## config.mk

```make
export PLATFORM = sky130hd
export DESIGN_NAME = mux_bus_ctrl
export DESIGN_NICKNAME = d
export VERILOG_FILES = /design/src/rtl/mbc_pkg.sv /design/src/rtl/mbc_sequencer.sv /design/src/rtl/mbc_capture.sv /design/src/rtl/mbc_pin_decode.sv /design/src/rtl/mux_bus_ctrl.sv
export SDC_FILE = /design/constraint.sdc
export NUM_CORES = 1
export LEC_CHECK = 0
export CAP_MARGIN = 20
export CORE_MARGIN = 5
export CORE_UTILIZATION = 47
export DETAILED_ROUTE_END_ITERATION = 10
export PLACE_DENSITY = 0.95
export SLEW_MARGIN = 10
export SYNTH_ARGS = -nofsm -noshare
export SYNTH_HDL_FRONTEND = slang
export SYNTH_SLANG_ARGS = --single-unit
export TNS_END_PERCENT = 50
```

## constraint.sdc

```tcl
create_clock -name clk -period 4.1 [get_ports clk]
set_input_delay 0.41 -clock clk [delete_from_list [all_inputs] [get_ports clk]]
set_output_delay 0.41 -clock clk [all_outputs]
set_load 0.01 [all_outputs]
```

## src/rtl/mbc_pkg.sv

```systemverilog
// Package: shared phase encoding for the multiplexed bus controller.
// Assumes: one phase value per T state, plus idle and a wait phase.
package mbc_pkg;
    typedef enum logic [2:0] {
        PH_IDLE = 3'd0,
        PH_T1   = 3'd1,
        PH_T2   = 3'd2,
        PH_T3   = 3'd3,
        PH_TW   = 3'd4,
        PH_T4   = 3'd5
    } phase_e;
endpackage

```

## src/rtl/mbc_sequencer.sv

```systemverilog
// Module: phase sequencer. It steps IDLE -> T1 -> T2 -> T3 -> [TW...] -> T4 -> IDLE,
// and each phase lasts two clocks (half = 0, then 1).
// Assumes: ready_n is synchronous to clk. It is sampled on the last clock of T2
// and on the last clock of every wait phase.
module mbc_sequencer
    import mbc_pkg::*;
(
    input  logic   clk,
    input  logic   rst_n,
    input  logic   req,
    input  logic   ready_n,
    output phase_e phase,
    output logic   half,
    output logic   accept,
    output logic   enter_t4,
    output logic   cycle_end
);
    logic wait_q;

    // Strobes for the capture stage, decoded from the current phase.
    always_comb begin
        accept    = (phase == PH_IDLE) && req;
        enter_t4  = half && (((phase == PH_T3) && !wait_q) ||
                             ((phase == PH_TW) && ready_n));
        cycle_end = half && (phase == PH_T4);
    end

    // Phase register, half counter and the wait request latched at the end of T2.
    always_ff @(posedge clk) begin
        if (!rst_n) begin
            phase  <= PH_IDLE;
            half   <= 1'b0;
            wait_q <= 1'b0;
        end else if (phase == PH_IDLE) begin
            half <= 1'b0;
            if (req) phase <= PH_T1;
        end else begin
            half <= ~half;
            if (half) begin
                case (phase)
                    PH_T1: phase <= PH_T2;
                    PH_T2: begin
                        phase  <= PH_T3;
                        wait_q <= !ready_n;
                    end
                    PH_T3: phase <= wait_q ? PH_TW : PH_T4;
                    PH_TW: phase <= ready_n ? PH_T4 : PH_TW;
                    default: phase <= PH_IDLE;
                endcase
            end
        end
    end
endmodule

```

## src/rtl/mbc_capture.sv

```systemverilog
// Module: request latch and read capture. It holds the request fields for the whole
// cycle, samples bus_in when T4 is entered on a read, and makes the done pulse.
// Assumes: accept is high only while the sequencer is idle.
module mbc_capture #(
    parameter int BUS_W = 16
) (
    input  logic             clk,
    input  logic             rst_n,
    input  logic             accept,
    input  logic             enter_t4,
    input  logic             cycle_end,
    input  logic [BUS_W-1:0] req_addr,
    input  logic [BUS_W-1:0] req_wdata,
    input  logic             req_write,
    input  logic             req_io,
    input  logic [BUS_W-1:0] bus_in,
    output logic [BUS_W-1:0] lat_addr,
    output logic [BUS_W-1:0] lat_wdata,
    output logic             lat_write,
    output logic             lat_io,
    output logic [BUS_W-1:0] rd_data,
    output logic             done
);
    // Latch the request fields when a cycle is accepted.
    always_ff @(posedge clk) begin
        if (!rst_n) begin
            lat_addr  <= '0;
            lat_wdata <= '0;
            lat_write <= 1'b0;
            lat_io    <= 1'b0;
        end else if (accept) begin
            lat_addr  <= req_addr;
            lat_wdata <= req_wdata;
            lat_write <= req_write;
            lat_io    <= req_io;
        end
    end

    // Sample read data on entry to T4 and raise done for one clock after T4.
    always_ff @(posedge clk) begin
        if (!rst_n) begin
            rd_data <= '0;
            done    <= 1'b0;
        end else begin
            done <= cycle_end;
            if (enter_t4 && !lat_write) rd_data <= bus_in;
        end
    end
endmodule

```

## src/rtl/mbc_pin_decode.sv

```systemverilog
// Module: pin decoder. It turns the phase, the half clock and the latched request
// into the bus pins. It is purely combinational, and every output depends only on registers.
// Assumes: lat_* fields are stable while the phase is not idle.
module mbc_pin_decode
    import mbc_pkg::*;
#(
    parameter int BUS_W = 16
) (
    input  phase_e           phase,
    input  logic             half,
    input  logic             lat_write,
    input  logic             lat_io,
    input  logic [BUS_W-1:0] lat_addr,
    input  logic [BUS_W-1:0] lat_wdata,
    output logic [BUS_W-1:0] bus_out,
    output logic             bus_oe,
    output logic             ale,
    output logic             rd_n,
    output logic             wr_n,
    output logic             mreq_n,
    output logic             iorq_n,
    output logic             cs_n
);
    logic in_t1, data_ph, strobe_ph;

    // Phase groups, then pin levels for each group.
    always_comb begin
        in_t1     = (phase == PH_T1);
        data_ph   = (phase == PH_T2) || (phase == PH_T3) ||
                    (phase == PH_TW) || (phase == PH_T4);
        strobe_ph = (phase == PH_T2) || (phase == PH_T3) || (phase == PH_TW);
        ale       = in_t1 && !half;
        cs_n      = !(in_t1 || data_ph);
        rd_n      = !(strobe_ph && !lat_write);
        wr_n      = !(strobe_ph && lat_write);
        mreq_n    = !(data_ph && !lat_io);
        iorq_n    = !(data_ph && lat_io);
        bus_oe    = in_t1 || (data_ph && lat_write);
        if (in_t1)                      bus_out = lat_addr;
        else if (data_ph && lat_write)  bus_out = lat_wdata;
        else                            bus_out = '0;
    end
endmodule

```

## src/rtl/mux_bus_ctrl.sv

```systemverilog
// Module: top of the multiplexed address/data bus master. It joins the sequencer,
// the request/capture stage and the pin decoder.
// Assumes: the pad logic outside joins bus_out/bus_oe/bus_in into the shared bus.
module mux_bus_ctrl
    import mbc_pkg::*;
#(
    parameter int BUS_W = 16
) (
    input  logic             clk,
    input  logic             rst_n,
    input  logic             req,
    input  logic [BUS_W-1:0] req_addr,
    input  logic [BUS_W-1:0] req_wdata,
    input  logic             req_write,
    input  logic             req_io,
    input  logic             ready_n,
    input  logic [BUS_W-1:0] bus_in,
    output logic [BUS_W-1:0] bus_out,
    output logic             bus_oe,
    output logic             ale,
    output logic             rd_n,
    output logic             wr_n,
    output logic             mreq_n,
    output logic             iorq_n,
    output logic             cs_n,
    output logic [BUS_W-1:0] rd_data,
    output logic             done
);
    phase_e           phase;
    logic             half, accept, enter_t4, cycle_end;
    logic [BUS_W-1:0] lat_addr, lat_wdata;
    logic             lat_write, lat_io;

    mbc_sequencer u_seq (
        .clk(clk), .rst_n(rst_n), .req(req), .ready_n(ready_n),
        .phase(phase), .half(half), .accept(accept),
        .enter_t4(enter_t4), .cycle_end(cycle_end)
    );

    mbc_capture #(.BUS_W(BUS_W)) u_cap (
        .clk(clk), .rst_n(rst_n), .accept(accept), .enter_t4(enter_t4),
        .cycle_end(cycle_end), .req_addr(req_addr), .req_wdata(req_wdata),
        .req_write(req_write), .req_io(req_io), .bus_in(bus_in),
        .lat_addr(lat_addr), .lat_wdata(lat_wdata), .lat_write(lat_write),
        .lat_io(lat_io), .rd_data(rd_data), .done(done)
    );

    mbc_pin_decode #(.BUS_W(BUS_W)) u_dec (
        .phase(phase), .half(half), .lat_write(lat_write), .lat_io(lat_io),
        .lat_addr(lat_addr), .lat_wdata(lat_wdata), .bus_out(bus_out),
        .bus_oe(bus_oe), .ale(ale), .rd_n(rd_n), .wr_n(wr_n),
        .mreq_n(mreq_n), .iorq_n(iorq_n), .cs_n(cs_n)
    );
endmodule

```

# ---- After elaboration in Yosys (flattened, before gate mapping)
# Index checks and enable logic that the tools add are counted.
dict set report op_classes {
  addsub 0
  n_mul 0
  div 0
  order_cmp 0
  eq_ne 6
  shift 0
  muxes 8
  bitwise_logic 3
  n_reduce_logical 33
}
# cell n
set ops {}
lappend ops {{16-bit 2-to-1 mux} 2}
lappend ops {{1-bit logical AND} 12}
lappend ops {{3-bit one-hot mux with 4 select lines} 1}
lappend ops {{1-bit logical NOT} 10}
lappend ops {{3-bit 2-to-1 mux} 3}
lappend ops {{3-bit by 2-bit equality test with 1-bit output (second input constant)} 2}
lappend ops {{3-bit equality test (second input constant)} 2}
lappend ops {{1-bit logical OR} 6}
lappend ops {{3-bit by 1-bit equality test with 1-bit output (second input constant)} 1}
lappend ops {{3-bit logical NOT} 1}
lappend ops {{1-bit NOT} 3}
lappend ops {{3-bit AND reduction} 1}
lappend ops {{1-bit 2-to-1 mux} 2}
lappend ops {{2-bit != test (second input constant)} 1}
lappend ops {{2-bit AND reduction} 1}
lappend ops {{2-bit nonzero test} 1}
lappend ops {{2-bit OR reduction} 1}
dict set report word_totals {
  register_bits 56
  latch_bits 0
  mem_bits_rw 0
  rom_bits 0
  input_bits 54
  word_cells 59
  mem_count 0
}

# ---- Logic depth before layout (Yosys ltp)
dict set report logic_depth {
  ltp_word 7
  depth_mapped 6
}

# ---- Modules after synthesis
# Synthesis repeated with hierarchy kept, for this count alone.
dict set report hier_totals {
  hier_cells 311
  hier_area_um2 3061.7
}
# module n_inst cells_per_inst area_each_um2 seq_area_each_um2
set by_module_without_submodules {}
lappend by_module_without_submodules {mbc_capture 1 182 1998.2 1021.0}
lappend by_module_without_submodules {mbc_pin_decode 1 94 762.0 0.0}
lappend by_module_without_submodules {mbc_sequencer 1 35 301.5 100.1}

# ---- Worst setup path after synthesis
# Ideal clock, no wire load.
dict set report synth_path {
  path_kind {reg2out}
  start {register with a tool-made name}
  end {output port bus_out[10]}
  arrival_time_ns 1.315
  setup_slack_ns 2.375
  stages_incl_launch_ff 6
  path_buffers 2
  cell_sequence {dfxtp_1 buf_2 nor3b_2 buf_2 nand2_1 a21oi_1}
}
# item line
set synth_rtl {}
lappend synth_rtl {{to (decl)} mux_bus_ctrl.sv:18} ;# output logic [BUS_W-1:0] bus_out,

==> impl_metrics.py <==
metrics = {
    "outcome": {
        "status": "complete, no violations",
    },
    "placed_design": {
        "dp_hpwl_um": 4950,
        "dp_cells": 463,
        "place_congestion": 0.827,
        "io_buffers": 93,
    },
    "final_layout": {
        "multi_input_comb_area_um2": 1190,
        "synthToLayoutAreaGrowth_pct": 39.2,
        "register_area_um2": 1120,
        "drive_gt1_share_pct": 4.24,
        "finalNonFillerCells": 471,
        "fin_util_pct": 68.0,
        "fillers": 423,
        "antenna_cells": 0,
        "fin_nets": 454,
    },
    "synthesis": {
        "synth-edff-count": 0,
        "ys_seq_area_share_pct": 44.7,
        "synthSimpleGateAreaFrac_pct": 27.4,
        "synth_mux_area_share_pct": 6.38,
        "synth_top_family_by_area": "simple AND/OR/NAND/NOR gates",
        "syn_area_per_cell_um2": 7.79,
        "syn-cell-area_um2": 2510,
        "synth-adder-area-share_pct": 0,
        "ys_warn_count": 0,
        "netlist_instances": 322,
        "synth_largest_area_cell": "dfxtp_1",
        "ys_types": 30,
        "synth_nets": 376,
        "yosysMostFrequentCell": "nand2_1",
        "synth.area.top_cells": "dfxtp_1 45%, nand2_1 20%, a21oi_1 10%, mux2i_1 6.4%, buf_6 4.5%",
        "synth_ff_type": "dfxtp_1",
        "synth_compound_area_share_pct": 13.5,
        "yosysTopAreaCellShare_pct": 44.7,
        "synth_xor_area_share_pct": 0.349,
        "ys_async_sr_fraction_pct": 0,
        "yosys-top-cells-count": "133 x nand2_1, 56 x dfxtp_1, 51 x a21oi_1, 16 x mux2i_1, 11 x clkbuf_1",
        "ys_seq_elements": 56,
    },
    "floorplan": {
        "dieArea_um2": 6900,
        "coreArea_um2": 5140,
        "initial_utilization_pct": 48.8,
        "die_h_um": 83.1,
        "ios": 94,
        "std_cell_rows": 26,
        "die_w_um": 83.1,
    },
    "flow_run": {
        "drv_cap": 0,
    },
    "pwr": {
        "power.density_nw_per_um2": 317,
        "power_leakage_nw": 1.23,
        "vdd_drop_max_uv": 232,
    },
    "setup_path": {
        "worstPathArrival_ns": 2.61,
        "critPathRequiredTime_ns": 3.69,
        "worstSetupPathType": "reg -> out",
        "crit_path_end_kind": "output port",
        "critPathLaunchType": "register",
        "critPathMaxFanout": 17,
    },
    "grt": {
        "grt_start_max_net_pins": 36,
        "overflow": 0,
        "grtUsageTotal_pct": 19.6,
        "grt_pass1_wl_um": 11200,
        "grt_pass1_vias": 2375,
        "antenna_found_initial": 0,
    },
    "sta": {
        "worstMarginPinSlew_ns": 0.868,
        "fin_worst_skew_ns": 0.00672,
        "fin_tns_setup_ns": 0,
        "hold_viol": 0,
        "timing.final.crit_period_ns": 3.02,
        "max_slew_margin_pct": 42.2,
        "setup_viol": 0,
        "slew_viol_final": 0,
        "rsz0062_at_grt": "no",
        "max_freq_mhz": 331,
        "timing.final.crit_share_pct": 73.7,
    },
    "clock_tree": {
        "cts.path.max_buffers": 2,
        "htree_levels": 2,
        "clock_sinks": 56,
        "clk_latency_ns": 0.30,
        "cts_tree": "built",
        "cts_made_buffers": 5,
        "cts_root_buffer": "clkbuf_8",
        "clk_pin_slew_ns": 0.09,
        "post_cts_buffers": 0,
        "postCtsHoldBufs": 0,
        "cts-resized-gates": 0,
    },
    "detailed_routing": {
        "drt-pass1-iter-count": 4,
        "drt_drc_violations_left": 0,
        "ant_nets": 0,
        "drt_iter0_markers": 159,
        "via_per_inst": 5.14,
        "wl_per_cell_um": 14.3,
        "wl_um": 6760,
        "vias": 2420,
    },
    "worst_hold_path": {
        "hp-class": "reg -> reg",
    },
}
## layout make-up
type | count | share of cell area, %
Multi-Input combinational cell | 236 | 34.2
Sequential cell | 56 | 32.1
Timing Repair Buffer | 97 | 28.1
Tap cell | 70 | 2.51
Clock buffer | 7 | 2.47
Inverter | 4 | 0.430
Clock inverter | 1 | 0.215
## worst max-delay path: stages (launching register included)
cell             delay, ns
dfxtp_1               0.68
nor3b_2               0.09
buf_4                 0.22
a21oi_2               0.65
a21oi_1               0.13
clkdlybuf4s50_1       0.53
## state kept, by name (all words and copies together) (netlist names), named ones only
signal / cells
u_cap.lat_io: 1
u_cap.lat_wdata: 16
u_seq.phase: 2
u_cap.rd_data: 16
u_cap.lat_write: 1
u_cap.lat_addr: 16
u_seq.wait_q: 1
u_cap.done: 1
u_seq.half: 1
## metrics by stage
| step | power, mW | hold slack, ns | cell area (um2) | setup WS (ns) |
|---|---|---|---|---|
| 3_3_place_gp | 0.798 | 0.442 | 3370 | 1.63 |
| 4_1_cts | 1.12 | 0.462 | 3490 | 1.11 |
| 5_1_grt | 1.17 | 0.480 | 3490 | 0.888 |
| 6_report | 1.11 | 0.462 | 3490 | 1.08 |
| 3_5_place_dp | 0.810 | 0.448 | 3400 | 1.46 |
| 2_1_floorplan | 0.722 | 0.437 | 2510 | 2.38 |
## power breakdown
group / leakage, nW / internal (mW) / switching, mW / total [mW]
registers: 0.457 / 0.571 / 0.0221 / 0.593
logic: 0.733 / 0.104 / 0.101 / 0.205
clock network: 0.0445 / 0.138 / 0.173 / 0.310
total: 1.23 / 0.813 / 0.296 / 1.11
## placed cells by master (no fill, tap or decap), types with 2 or more instances in the layout
cell / count
a21oi_1: 51
a31oi_1: 2
and3b_1: 2
buf_4: 3
clkbuf_8: 6
clkdlybuf4s50_1: 93
dfxtp_1: 56
inv_1: 4
mux2i_1: 16
nand2_1: 133
nand2b_1: 3
nand4bb_1: 2
nor2_1: 5
nor2b_1: 3
nor3_1: 2
o21ai_0: 3
## cell families (layout without fill, tap and decap cells)
logic type / after synthesis / after routing
AOI/OAI and AO/OA: 62 / 62
xor gates and xnor gates: 1 / 1
buffers and inverters: 30 / 109
DFF: 56 / 56
muxes: 16 / 16
and+or+nand+nor: 157 / 157
## metal layers
layer	part of all wire [%]	up-vias	GRT usage [%]	wire, um
met4	2.3	0	6.84	158
li1	-	1199	-	-
met2	49	101	32.4	3320
met1	41	1108	24.4	2770
met3	7.6	12	5.35	512
met5	0	-	0	0
## path summary, 6_finish.rpt
| path | from | end | slack, ns | depth (start not counted) |
|---|---|---|---|---|
| worst max-delay path | register | bus_out[13] | 1.08 | 5 |
| worst min-delay path | u_cap.rd_data[7]$_SDFFE_PN0P_ | u_cap.rd_data[7]$_SDFFE_PN0P_ | 0.46 | 2 |
| worst max register to register | register | u_cap.rd_data[8]$_SDFFE_PN0P_ | 2.18 | 3 |
| worst min register to register | u_cap.rd_data[7]$_SDFFE_PN0P_ | u_cap.rd_data[7]$_SDFFE_PN0P_ | 0.46 | 2 |
No activity file was read; power rests on OpenSTA's default activity.
